--- config.mk ---
export PLATFORM = sky130hd
export DESIGN_NAME = dref_refresh_seq
export DESIGN_NICKNAME = d
export VERILOG_FILES = /design/src/rtl/dref_pkg.sv /design/src/rtl/dref_timer.sv /design/src/rtl/dref_pending.sv /design/src/rtl/dref_strobe.sv /design/src/rtl/dref_refresh_seq.sv
export SDC_FILE = /design/constraint.sdc
export NUM_CORES = 1
export LEC_CHECK = 0
export BUFFER_PORTS_ARGS = -buffer_cell sky130_fd_sc_hd__buf_2
export CORE_UTILIZATION = 50
export CTS_BUF_LIST = sky130_fd_sc_hd__clkbuf_8
export CTS_CLUSTER_SIZE = 10
export DETAILED_ROUTE_END_ITERATION = 10
export HOLD_SLACK_MARGIN = 0.02
export PLACE_DENSITY_LB_ADDON = 0.15
export SETUP_SLACK_MARGIN = 0.2
export SLEW_MARGIN = 0
export SYNTH_ARGS = -nofsm -noshare
export SYNTH_HDL_FRONTEND = slang
export SYNTH_HIERARCHICAL = 1
export SYNTH_SLANG_ARGS = --single-unit
--- constraint.sdc ---
create_clock -name clk -period 5.6 [get_ports clk]
set_clock_uncertainty 0.05 [all_clocks]
set_input_delay 0.84 -clock clk [delete_from_list [all_inputs] [get_ports clk]]
set_output_delay 0.84 -clock clk [all_outputs]
set_load 0.1 [all_outputs]
--- src/rtl/dref_pkg.sv ---
package dref_pkg;
   typedef enum logic [1:0] {
      ST_IDLE  = 2'd0,
      ST_LEAD  = 2'd1,
      ST_HOLD  = 2'd2,
      ST_PRECH = 2'd3
   } strobe_st_t;
endpackage

--- src/rtl/dref_timer.sv ---
module dref_timer #(
   parameter int unsigned PWRUP_CYC    = 20000,
   parameter int unsigned INTERVAL_CYC = 1560
) (
   input  logic clk,
   input  logic rst_n,
   output logic pwrup_done,
   output logic tick
);
   localparam int unsigned PW_W = $clog2(PWRUP_CYC + 1);
   localparam int unsigned IV_W = $clog2(INTERVAL_CYC + 1);
   localparam logic [PW_W-1:0] PW_LAST = PW_W'(PWRUP_CYC - 1);
   localparam logic [IV_W-1:0] IV_LAST = IV_W'(INTERVAL_CYC - 1);

   logic [PW_W-1:0] pw_cnt;
   logic [IV_W-1:0] iv_cnt;

   // Power-up pause: done goes high after PWRUP_CYC edges
   always_ff @(posedge clk or negedge rst_n) begin
      if (!rst_n) begin
         pw_cnt     <= '0;
         pwrup_done <= 1'b0;
      end else if (!pwrup_done) begin
         if (pw_cnt == PW_LAST) pwrup_done <= 1'b1;
         else                   pw_cnt     <= pw_cnt + 1'b1;
      end
   end

   // Distributed interval: one tick per INTERVAL_CYC cycles
   always_ff @(posedge clk or negedge rst_n) begin
      if (!rst_n) begin
         iv_cnt <= '0;
         tick   <= 1'b0;
      end else begin
         tick <= 1'b0;
         if (pwrup_done) begin
            if (iv_cnt == IV_LAST) begin
               iv_cnt <= '0;
               tick   <= 1'b1;
            end else begin
               iv_cnt <= iv_cnt + 1'b1;
            end
         end
      end
   end
endmodule

--- src/rtl/dref_pending.sv ---
module dref_pending #(
   parameter int unsigned PEND_MAX = 8
) (
   input  logic clk,
   input  logic rst_n,
   input  logic tick,
   input  logic dec,
   output logic pend_nz,
   output logic overflow
);
   localparam int unsigned PD_W = $clog2(PEND_MAX + 1);
   localparam logic [PD_W-1:0] PD_TOP = PD_W'(PEND_MAX);

   logic [PD_W-1:0] cnt;

   always_ff @(posedge clk or negedge rst_n) begin
      if (!rst_n) begin
         cnt      <= '0;
         overflow <= 1'b0;
      end else begin
         if (tick && !dec) begin
            if (cnt == PD_TOP) overflow <= 1'b1;
            else               cnt      <= cnt + 1'b1;
         end else if (dec && !tick && cnt != '0) begin
            cnt <= cnt - 1'b1;
         end
      end
   end

   assign pend_nz = (cnt != '0);
endmodule

--- src/rtl/dref_strobe.sv ---
module dref_strobe
   import dref_pkg::*;
#(
   parameter int unsigned T_CSR = 1,
   parameter int unsigned T_RAS = 6,
   parameter int unsigned T_RP  = 5
) (
   input  logic clk,
   input  logic rst_n,
   input  logic start,
   output logic busy,
   output logic cyc_done,
   output logic ras_n,
   output logic cas_n
);
   localparam int unsigned T_A   = (T_CSR > T_RAS) ? T_CSR : T_RAS;
   localparam int unsigned T_MAX = (T_A > T_RP) ? T_A : T_RP;
   localparam int unsigned CW    = $clog2(T_MAX + 1);
   localparam logic [CW-1:0] LD_LEAD = CW'(T_CSR - 1);
   localparam logic [CW-1:0] LD_HOLD = CW'(T_RAS - 1);
   localparam logic [CW-1:0] LD_PRE  = CW'(T_RP - 1);

   strobe_st_t st;
   logic [CW-1:0] cnt;

   always_ff @(posedge clk or negedge rst_n) begin
      if (!rst_n) begin
         st  <= ST_IDLE;
         cnt <= '0;
      end else begin
         unique case (st)
            ST_IDLE: if (start) begin
               st  <= ST_LEAD;
               cnt <= LD_LEAD;
            end
            ST_LEAD: if (cnt == '0) begin
               st  <= ST_HOLD;
               cnt <= LD_HOLD;
            end else cnt <= cnt - 1'b1;
            ST_HOLD: if (cnt == '0) begin
               st  <= ST_PRECH;
               cnt <= LD_PRE;
            end else cnt <= cnt - 1'b1;
            ST_PRECH: if (cnt == '0) begin
               st <= ST_IDLE;
            end else cnt <= cnt - 1'b1;
            default: st <= ST_IDLE;
         endcase
      end
   end

   assign busy     = (st != ST_IDLE);
   assign cyc_done = (st == ST_PRECH) && (cnt == '0);
   assign ras_n    = (st != ST_HOLD);
   assign cas_n    = !((st == ST_LEAD) || (st == ST_HOLD));
endmodule

--- src/rtl/dref_refresh_seq.sv ---
module dref_refresh_seq #(
   parameter int unsigned PWRUP_CYC    = 20000,
   parameter int unsigned INTERVAL_CYC = 1560,
   parameter int unsigned WARM_CNT     = 8,
   parameter int unsigned BURST_CNT    = 2048,
   parameter bit          BURST_EN     = 1'b1,
   parameter int unsigned PEND_MAX     = 8,
   parameter int unsigned T_CSR        = 1,
   parameter int unsigned T_RAS        = 6,
   parameter int unsigned T_RP         = 5
) (
   input  logic clk,
   input  logic rst_n,
   input  logic burst_start,
   input  logic refresh_grant,
   output logic refresh_req,
   output logic strobe_oe,
   output logic ras_n,
   output logic cas_n,
   output logic we_n,
   output logic ready,
   output logic burst_done,
   output logic overflow_err
);
   localparam int unsigned WW = $clog2(WARM_CNT + 1);
   localparam logic [WW-1:0] WARM_LOAD = WW'(WARM_CNT);
   localparam logic [WW-1:0] WARM_ONE  = WW'(1);

   // Elaboration-time parameter checks
   if (T_CSR < 1)        begin : g_bad_csr  $error("T_CSR must be at least 1");        end
   if (T_RAS < 1)        begin : g_bad_ras  $error("T_RAS must be at least 1");        end
   if (T_RP < 1)         begin : g_bad_rp   $error("T_RP must be at least 1");         end
   if (WARM_CNT < 1)     begin : g_bad_warm $error("WARM_CNT must be at least 1");     end
   if (PEND_MAX < 1)     begin : g_bad_pend $error("PEND_MAX must be at least 1");     end
   if (BURST_CNT < 1)    begin : g_bad_bst  $error("BURST_CNT must be at least 1");    end
   if (INTERVAL_CYC < 2) begin : g_bad_iv   $error("INTERVAL_CYC must be at least 2"); end
   if (PWRUP_CYC < 2)    begin : g_bad_pw   $error("PWRUP_CYC must be at least 2");    end

   logic pwrup_done, tick;
   logic pend_nz, busy, cyc_done, start;
   logic warm_nz, burst_act, work;
   logic dec_warm, dec_burst, dec_pend;
   logic [WW-1:0] warm_left;
   logic ready_q;

   dref_timer #(.PWRUP_CYC(PWRUP_CYC), .INTERVAL_CYC(INTERVAL_CYC)) u_timer (
      .clk(clk), .rst_n(rst_n), .pwrup_done(pwrup_done), .tick(tick));

   dref_pending #(.PEND_MAX(PEND_MAX)) u_pend (
      .clk(clk), .rst_n(rst_n), .tick(tick), .dec(dec_pend),
      .pend_nz(pend_nz), .overflow(overflow_err));

   dref_strobe #(.T_CSR(T_CSR), .T_RAS(T_RAS), .T_RP(T_RP)) u_strobe (
      .clk(clk), .rst_n(rst_n), .start(start), .busy(busy),
      .cyc_done(cyc_done), .ras_n(ras_n), .cas_n(cas_n));

   assign warm_nz   = (warm_left != '0);
   assign work      = warm_nz | burst_act | pend_nz;
   assign start     = refresh_grant & pwrup_done & work & !busy;
   // Completed cycle is charged to warm-up first, then burst, then pending
   assign dec_warm  = cyc_done & warm_nz;
   assign dec_burst = cyc_done & !warm_nz & burst_act;
   assign dec_pend  = cyc_done & !warm_nz & !burst_act;

   always_ff @(posedge clk or negedge rst_n) begin
      if (!rst_n) begin
         warm_left <= WARM_LOAD;
         ready_q   <= 1'b0;
      end else if (dec_warm) begin
         warm_left <= warm_left - 1'b1;
         if (warm_left == WARM_ONE) ready_q <= 1'b1;
      end
   end

   if (BURST_EN) begin : g_burst
      localparam int unsigned BW = $clog2(BURST_CNT + 1);
      localparam logic [BW-1:0] BURST_LOAD = BW'(BURST_CNT);
      localparam logic [BW-1:0] BURST_ONE  = BW'(1);
      logic [BW-1:0] burst_left;
      logic          bdone;

      always_ff @(posedge clk or negedge rst_n) begin
         if (!rst_n) begin
            burst_left <= '0;
            bdone      <= 1'b0;
         end else begin
            bdone <= 1'b0;
            if (burst_left == '0) begin
               if (burst_start && ready_q) burst_left <= BURST_LOAD;
            end else if (dec_burst) begin
               burst_left <= burst_left - 1'b1;
               if (burst_left == BURST_ONE) bdone <= 1'b1;
            end
         end
      end
      assign burst_act  = (burst_left != '0);
      assign burst_done = bdone;
   end else begin : g_no_burst
      assign burst_act  = 1'b0;
      assign burst_done = 1'b0;
   end

   assign refresh_req = pwrup_done & (work | busy);
   assign strobe_oe   = refresh_grant & busy;
   assign we_n        = 1'b1;
   assign ready       = ready_q;
endmodule

==> flow_summary.json, run 1 <==
{
  "p_leak_nw": 1.56,
  "layout_commonest_cell": "dfrtp_1",
  "powerDensity_nw_per_um2": 191,
  "min_path_type": "reg -> reg",
  "peakVddDrop_mv": 0.105,
  "finalSetupViolCount": 0,
  "place.gp.congestion": 0.807,
  "rows": 28,
  "finish.utilization": 0.564,
  "clk_pin_slew_ns": 0.10,
  "worstPathRequired_ns": 5.75,
  "wire_per_inst_um": 13.9,
  "route.detailed.drc": 0,
  "dr_wl_met3_um": 157,
  "synth_top_area_share": 0.431,
  "via_count": 2148,
  "grt_pass1_wl_mm": 9.48,
  "ant_nets": 0,
  "grt_max_degree": 57,
  "crit_path_cell_trace": "inv_1 -> ha_1 -> nor2b_4 -> and2_4 -> nand4bb_1 -> nor2_1 -> nand2b_1 -> ha_1 -> a21o_1 -> a2111oi_0 -> o21a_1 -> a211oi_1",
  "hold_viol": 0,
  "drtPass1Iterations": 4,
  "antenna_found_initial": 0,
  "dp.cells": 380,
  "initial_utilization": 0.530,
  "period_minus_slack_ns": 3.23,
  "place_area_sq_um": 3300,
  "highest_layer": "met4",
  "crit_top_cell": "ha_1",
  "io_pins": 12,
  "synth-edff-count": 0,
  "mostFrequentLayoutCells": "dfrtp_1 (55), nand2_1 (23), inv_1 (22)",
  "drtIter0Drc": 95,
  "clock_latency_ns": 0.31,
  "post-route-period-util": 0.577,
  "post_cts_resized": 0,
  "ys_warn_count": 6,
  "dieHeight_um": 81.9,
  "cts_hold_buf": 0,
  "cts_root_buffer": "clkbuf_8",
  "run_status": "finished clean",
  "async_flop_share": 1.00,
  "h-tree-depth": 2,
  "syn_nets": 321,
  "cp_max_fo": 8,
  "start_kind": "flip-flop",
  "cts.path.max_buffers": 2,
  "synth.ff_latch_count": 56,
  "slowest_delay_ns": 0.42,
  "crit_type": "reg -> reg",
  "wl_met2_mm": 2.42,
  "core_sq_um": 6030,
  "rrSetupSlack_ns": 2.37,
  "synth_flop_cell": "dfrtp_1",
  "grt_pass1_vias": 2058,
  "rsz0062_at_grt": "false",
  "final_cells": 388,
  "worst_pin_slew_ns": 0.691,
  "slew_headroom": 0.539,
  "final.setup.tns_ns": 0,
  "port_buffers": 10,
  "grt_overflow": 0,
  "num_antenna_cells": 0,
  "synth_top_cell_by_area": "dfrtp_1",
  "drive_gt1_frac": 0.153,
  "design.die.area_sq_um": 6710,
  "stdcell_area_sq_um": 3400,
  "fin_ws_ns": 2.37,
  "maxCapViolCount": 0,
  "grt_use_total": 0.184,
  "dp.final_hpwl_mm": 3.79,
  "nets": 333,
  "wl_met1_mm": 2.76,
  "finalMaxSlewViolations": 0,
  "fp.dieW_um": 81.9,
  "synth_seq_area_share": 0.439,
  "wl_mm": 5.38,
  "cts_tree": "built",
  "avgSynthCellArea_sq_um": 10.6,
  "worst_setup_path_end_kind": "flip-flop",
  "maxClockFrequency_mhz": 309,
  "critical_path.slowest_cell": "a2111oi_0",
  "cts_buffers": 5,
  "vias_per_cell": 5.54,
  "cp_data_arrival_time_ns": 3.38,
  "nFillCells": 538,
  "place_ws_ns": 2.45,
  "synth_area_sq_um": 3190,
  "synth_cells": 300,
  "cts_setup_buffers": 0,
  "synth_area_leaders": "dfrtp_1 (43%), ha_1 (6.3%), xnor2_1 (4.7%), xor2_1 (3.3%), nor3_1 (2.8%)",
  "cts_sinks": 56,
  "syn2layout_area_growth_pct": 6.46,
  "synthDistinctLibCells": 66
}
## flip-flops by register name, summed over array words and instances (netlist names)
register / flops
ready: 1
warm_left: 4
u_pend/cnt: 4
u_timer/tick: 1
g_burst.burst_left: 12
u_strobe/cnt: 3
u_timer/pw_cnt: 15
burst_done: 1
u_pend/overflow: 1
u_strobe/st: 2
u_timer/pwrup_done: 1
u_timer/iv_cnt: 11
## cell families (layout without fill, tap and decap cells)
family,Yosys count,in the layout,synth area share
buf+inv,28,41,0.0392
mux,9,9,0.0306
other cells,1,1,0.00117
xor+xnor,29,29,0.0795
flops,56,56,0.439
simple gates,121,121,0.246
fa+ha+maj,17,17,0.0689
compound gates,39,39,0.0952
## critical path, delay by kind of cell (launching register included)
| family | cells | cell delay, ns |
|---|---|---|
| compound gates | 4 | 0.80 |
| fa+ha+maj | 2 | 0.50 |
| buf+inv | 1 | 0.15 |
| flops | 1 | 0.39 |
| simple gates | 5 | 1.22 |
## metal layers
layer,vias up,GRT usage
met5,-,0
met4,0,0.0561
met3,4,0.0422
met2,24,0.284
met1,1030,0.255
li1,1090,-
## synth_stat cells (all sizes together), types with 2 or more instances
cell and number:
a211oi 2, a21o 4, a21oi 6, a22o 2, and2 2, and3 5
buf 5, dfrtp 55, ha 16, inv 22, mux2 3, mux2i 6
nand2 24, nand2b 2, nand3 15, nand4 10, nand4b 3, nor2 14
nor2b 4, nor3 23, nor4 5, nor4b 2, o21a 3, o21ai 9
o31ai 3, or3 2, or4 2, xnor2 17, xor2 12
## worst paths after layout
| check | from | to | cells after the start |
|---|---|---|---|
| max | u_strobe/cnt[0] | u_pend/cnt[3] | 12 |
| min | u_timer/pw_cnt[11] | u_timer/pw_cnt[11] | 1 |
| max reg2reg | u_strobe/cnt[0] | u_pend/cnt[3] | 12 |
| min reg2reg | u_timer/pw_cnt[11] | u_timer/pw_cnt[11] | 1 |
| max in group asynchronous | rst_n | g_burst.burst_left[0] | 2 |
| min in group asynchronous | rst_n | u_timer/pw_cnt[7] | 2 |
## report_power, final
| group | internal, W | leakage (nW) | switching [W] | total [W] |
|---|---|---|---|---|
| combinational | 0.00000118 | 0.752 | 0.0000106 | 0.0000118 |
| sequential | 0.000404 | 0.765 | 0 | 0.000404 |
| clock | 0.000100 | 0.0434 | 0.000134 | 0.000234 |
| total | 0.000506 | 1.56 | 0.000145 | 0.000650 |
## layout make-up
type | count | area (sq um) | area share
clock buffers | 6 | 82.6 | 0.0243
multi-input cells | 216 | 1670 | 0.490
well taps | 75 | 93.8 | 0.0276
clock inverters | 2 | 15.0 | 0.00442
flip-flops and latches | 56 | 1400 | 0.412
repair buffers | 11 | 57.6 | 0.0169
inverters | 22 | 82.6 | 0.0243
## stage by stage
step | hold WS (ns) | total power (W)
after floorplan | 0.388 | 0.000416
after global placement | 0.408 | 0.000425
after detailed placement | 0.417 | 0.000425
after CTS | 0.432 | 0.000662
after global routing | 0.447 | 0.000679
final | 0.433 | 0.000650
No activity file was read; power rests on OpenSTA's default activity.
==> run 2: changes to the inputs <==
==> constraint.sdc (replaced) <==
create_clock -name clk -period 3 [get_ports clk]
set_clock_uncertainty 0.05 [all_clocks]
set_input_delay 0.45 -clock clk [delete_from_list [all_inputs] [get_ports clk]]
set_output_delay 0.45 -clock clk [all_outputs]
set_load 0.1 [all_outputs]
==> run 2 against run 1 <==
Against the previous run: die area is the same; highest routed layer unchanged; global-route usage shrank 0.32 points; final area grew 3.4%; core utilization grew 1.9 points; non-clock buffer count grew 7; sequential share of layout area shrank 1.4 points; hold slack lost 0.24 ns; via count grew 3.9%.
==> flow_summary.json, run 2 (synthesis gave the netlist of run 1 again) <==
{
  "route.detailed.drc": 0,
  "design.die.area_sq_um": 6710,
  "finalSetupViolCount": 0,
  "min_path_type": "in -> async",
  "mostFrequentLayoutCells": "dfrtp_1 (55), nand2_1 (23), inv_1 (21)",
  "post-route-period-util": 0.889,
  "drtIter0Drc": 86,
  "drtPass1Iterations": 4,
  "grt_use_total": 0.181,
  "maxCapViolCount": 0,
  "layout_commonest_cell": "dfrtp_1",
  "wire_per_inst_um": 13.9,
  "num_antenna_cells": 0,
  "finish.utilization": 0.583,
  "clk_pin_slew_ns": 0.10,
  "stdcell_area_sq_um": 3520,
  "powerDensity_nw_per_um2": 362,
  "cts_tree": "built",
  "worst_setup_path_end_kind": "flip-flop",
  "run_status": "finished clean",
  "final.setup.tns_ns": 0,
  "peakVddDrop_mv": 0.188,
  "combPwrFrac": 0.018,
  "dieHeight_um": 81.9,
  "start_kind": "flip-flop",
  "fp.dieW_um": 81.9,
  "cts_sinks": 56,
  "largest_register": "u_timer/pw_cnt",
  "p_leak_nw": 1.61,
  "crit_type": "reg -> reg",
  "grt_max_degree": 42,
  "grt_pass1_vias": 2111,
  "clock_latency_ns": 0.31,
  "worst_pin_slew_ns": 0.871,
  "pwr-share-seq": 0.592,
  "final_cells": 395,
  "via_count": 2231,
  "switching_share": 0.211,
  "worstPathRequired_ns": 3.14,
  "syn2layout_area_growth_pct": 10.1,
  "cts.path.max_buffers": 2,
  "hold_viol": 0,
  "rows": 28,
  "drive_gt1_frac": 0.188,
  "netSwitchingPower_w": 0.000269,
  "finalMaxSlewViolations": 0,
  "cts_buffers": 5,
  "cts_root_buffer": "clkbuf_8",
  "reg_top3": "u_timer/pw_cnt (15), g_burst.burst_left (12), u_timer/iv_cnt (11)",
  "place.gp.congestion": 0.782,
  "grt_pass1_wl_mm": 9.36,
  "grt_overflow": 0,
  "p_int_w": 0.00100,
  "fin_ws_ns": 0.333,
  "h-tree-depth": 2,
  "antenna_found_initial": 0,
  "core_sq_um": 6030,
  "dp.final_hpwl_mm": 3.84,
  "slew_headroom": 0.419,
  "maxClockFrequency_mhz": 375,
  "period_minus_slack_ns": 2.67,
  "largest_reg_flops": 15,
  "cp_max_fo": 6,
  "cp_data_arrival_time_ns": 2.80,
  "io_pins": 12,
  "port_buffers": 10,
  "place_area_sq_um": 3340,
  "vias_per_cell": 5.65,
  "wl_mm": 5.48,
  "initial_utilization": 0.530,
  "nets": 340,
  "place_ws_ns": 0.170,
  "ant_nets": 0,
  "dp.cells": 384,
  "rsz0062_at_grt": "true",
  "p_clk_frac": 0.389
}
run 2: layout make-up:
type / count / area (sq um)
inverters: 22 / 82.6
clock inverters: 3 / 42.5
clock buffers: 5 / 68.8
fillers: 502 / 2510
flip-flops and latches: 56 / 1400
well taps: 75 / 93.8
repair buffers: 18 / 113
multi-input cells: 216 / 1710
run 2: worst paths after layout:
kind	from	end	slack, ns	cells after the start
hold / removal	rst_n	u_timer/pw_cnt[13]	0.19	1
setup / recovery	u_strobe/cnt[0]	u_pend/cnt[3]	0.33	12
hold reg to reg	u_pend/overflow	u_pend/overflow	0.42	2
min in group clk	u_pend/overflow	u_pend/overflow	0.42	2
max in group asynchronous	rst_n	g_burst.burst_left[11]	2.04	2
setup reg to reg	u_strobe/cnt[0]	u_pend/cnt[3]	0.33	12
run 2: repair_timing:
action / 4_1_cts / 5_1_grt
gates resized for setup: 1 / 8
setup buffers: 0 / 3
setup endpoints to repair: 1 / 2
pin swaps: 0 / 1
hold buffers: 0 / 0
run 2: routing by layer:
metal	track usage	wire, um	part of all wire
met5	0	0	0
met4	0.0719	75	0.014
met3	0.0367	172	0.031
met2	0.283	2550	0.46
met1	0.244	2690	0.49
run 2: power by group through the flow:
| stage | registers [W] | clock network [W] | logic (W) |
|---|---|---|---|
| 2_1_floorplan | 0.000769 | 0 | 0.00000643 |
| 4_1_cts | 0.000754 | 0.000515 | 0.0000249 |
| 5_1_grt | 0.000755 | 0.000539 | 0.0000278 |
| 3_3_place_gp | 0.000769 | 0 | 0.0000250 |
| 3_5_place_dp | 0.000769 | 0 | 0.0000249 |
| 6_report | 0.000754 | 0.000496 | 0.0000232 |
run 2: worst max-delay path, cell delays in order (launching register included):
cell and delay (ns):
dfrtp_1 0.40, inv_2 0.10, ha_1 0.20, nor2b_4 0.21, and2_4 0.21, nand4bb_4 0.15, nor2_4 0.11, nand2b_1 0.14
ha_1 0.24, a21o_1 0.21, a2111oi_4 0.34, o21a_1 0.14, a211oi_1 0.04
run 2: through the flow:
stage                     total power (W)  hold WS, ns
after floorplan                  0.000776        0.104
after global placement           0.000794        0.406
after detailed placement         0.000794        0.397
after CTS                         0.00129        0.221
after global routing              0.00132        0.278
final                             0.00127        0.189
==> run 3: changes to the inputs <==
==> constraint.sdc (replaced) <==
create_clock -name clk -period 3 [get_ports clk]
set_clock_uncertainty 0.05 [all_clocks]
set_input_delay 0.45 -clock clk [delete_from_list [all_inputs] [get_ports clk]]
set_output_delay 0.45 -clock clk [all_outputs]
set_load 0.005 [all_outputs]
==> run 3 against run 2 <==
Against the previous run: non-clock buffer count up 2; first-iteration DRC count down 13%; wire length up 0.46%; clock power about the same; register-to-register slack better by 0.02 ns; sequential power about the same; hold slack about the same; flip-flop and latch count unchanged; combinational power down 22%; die area unchanged; largest power group unchanged.
==> flow_summary.json, run 3 (synthesis gave the netlist of run 1 again) <==
{
  "run_status": "finished clean",
  "drive_gt1_frac": 0.199,
  "period_minus_slack_ns": 2.64,
  "largest_reg_flops": 15,
  "dp.final_hpwl_mm": 3.84,
  "cts_tree": "built",
  "crit_type": "reg -> reg",
  "final_cells": 397,
  "place_area_sq_um": 3340,
  "largest_register": "u_timer/pw_cnt",
  "netSwitchingPower_w": 0.000261,
  "nets": 342,
  "worstPathRequired_ns": 3.14,
  "combPwrFrac": 0.014,
  "rsz0062_at_grt": "false",
  "wire_per_inst_um": 13.9,
  "cp_data_arrival_time_ns": 2.78,
  "post-route-period-util": 0.881,
  "cts_hold_buf": 0,
  "grt_max_degree": 42,
  "p_leak_nw": 1.62,
  "dieHeight_um": 81.9,
  "start_kind": "flip-flop",
  "initial_utilization": 0.530,
  "hold_viol": 0,
  "mostFrequentLayoutCells": "dfrtp_1 (55), nand2_1 (23), inv_1 (21)",
  "fp.dieW_um": 81.9,
  "pwr-share-seq": 0.596,
  "antenna_found_initial": 0,
  "regArea_sq_um": 1400,
  "cts.path.max_buffers": 2,
  "maxCapViolCount": 0,
  "crit_buf_inv": 1,
  "min_path_type": "in -> async",
  "port_buffers": 10,
  "core_sq_um": 6030,
  "route.detailed.drc": 0,
  "finish.utilization": 0.587,
  "syn2layout_area_growth_pct": 10.7,
  "grt_use_total": 0.181,
  "peakVddDrop_mv": 0.187,
  "p_clk_frac": 0.390,
  "cp_max_fo": 6,
  "worst_pin_slew_ns": 0.869,
  "nFillCells": 499,
  "drtIter0Drc": 75,
  "stdcell_area_sq_um": 3540,
  "drtPass1Iterations": 4,
  "finalSetupViolCount": 0,
  "cts_sinks": 56,
  "wl_mm": 5.51,
  "crit_path_cell_trace": "inv_2 -> ha_2 -> nor2b_4 -> and2_4 -> nand4bb_4 -> nor2_4 -> nand2b_1 -> ha_1 -> a21o_1 -> a2111oi_4 -> o21a_1 -> a211oi_2",
  "multi_input_area_sq_um": 1720,
  "cpLargestDelayFamily": "simple AND/OR/NAND/NOR gates",
  "dp.cells": 384,
  "p_int_w": 0.00100,
  "maxClockFrequency_mhz": 378,
  "clk_pin_slew_ns": 0.10,
  "num_antenna_cells": 0,
  "clock_latency_ns": 0.31,
  "slowest_delay_ns": 0.41,
  "cts_buffers": 5,
  "h-tree-depth": 2,
  "via_count": 2227,
  "place.gp.congestion": 0.782,
  "grt_pass1_wl_mm": 9.36,
  "vias_per_cell": 5.61,
  "critical_path.slowest_cell": "dfrtp_1",
  "powerDensity_nw_per_um2": 358,
  "ant_nets": 0,
  "grt_pass1_vias": 2111,
  "io_pins": 12,
  "final.setup.tns_ns": 0,
  "slew_headroom": 0.420,
  "layout_commonest_cell": "dfrtp_1",
  "switching_share": 0.206,
  "finalMaxSlewViolations": 0,
  "grt_overflow": 0,
  "rows": 28,
  "design.die.area_sq_um": 6710,
  "worst_setup_path_end_kind": "flip-flop",
  "reg_top3": "u_timer/pw_cnt (15), g_burst.burst_left (12), u_timer/iv_cnt (11)",
  "cts_root_buffer": "clkbuf_8"
}
## run 3: cell types whose count changed in the layout (fill, tap and decap cells not counted)
cell and change:
a211oi_2 +1, buf_4 +1, ha_2 +1, buf_2 +1, ha_1 -1, a211oi_1 -1
## run 3: power by group through the flow
stage	logic (W)	registers, W	clock network [W]
2_1_floorplan	0.00000122	0.000769	0
3_3_place_gp	0.0000199	0.000769	0
3_5_place_dp	0.0000198	0.000769	0
4_1_cts	0.0000198	0.000754	0.000515
5_1_grt	0.0000227	0.000755	0.000539
6_report	0.0000181	0.000754	0.000494
## run 3: final cells by class
cell class | instances | area share
multi-input combinational | 216 | 0.487
sequential | 56 | 0.397
timing repair buffer | 20 | 0.0354
tap | 75 | 0.0265
inverter | 22 | 0.0234
clock buffer | 5 | 0.0195
clock inverter | 3 | 0.0120
## run 3: final timing paths
check	depth (start not counted)	slack (ns)	end	from
max	12	0.36	u_pend/cnt[3]	u_strobe/cnt[0]
min	1	0.19	u_timer/pw_cnt[13]	rst_n
max reg2reg	12	0.36	u_pend/cnt[3]	u_strobe/cnt[0]
min reg2reg	2	0.42	u_pend/overflow	u_pend/overflow
max in group asynchronous	2	2.04	g_burst.burst_left[11]	rst_n
min in group clk	2	0.42	u_pend/overflow	u_pend/overflow
## run 3: through the flow
step | worst slack (ns) | total power (W) | hold slack [ns]
6_report | 0.357 | 0.00127 | 0.189
5_1_grt | 0.221 | 0.00132 | 0.278
4_1_cts | 0.229 | 0.00129 | 0.221
3_5_place_dp | 0.170 | 0.000789 | 0.397
3_3_place_gp | 0.275 | 0.000789 | 0.406
2_1_floorplan | 0.229 | 0.000771 | 0.104
## run 3: metal layers
metal / vias to the layer above / share of wire / global-route usage
met4: 0 / 0.015 / 0.0719
met5: - / 0 / 0
met3: 10 / 0.036 / 0.0367
met1: 1075 / 0.48 / 0.244
li1: 1109 / - / -
met2: 33 / 0.47 / 0.283
## run 3: what timing repair did
| action | 4_1_cts | 5_1_grt |
|---|---|---|
| setup buffers | 0 | 5 |
| pin swaps | 0 | 1 |
| setup endpoints to repair | 1 | 1 |
| gates resized for setup | 1 | 8 |
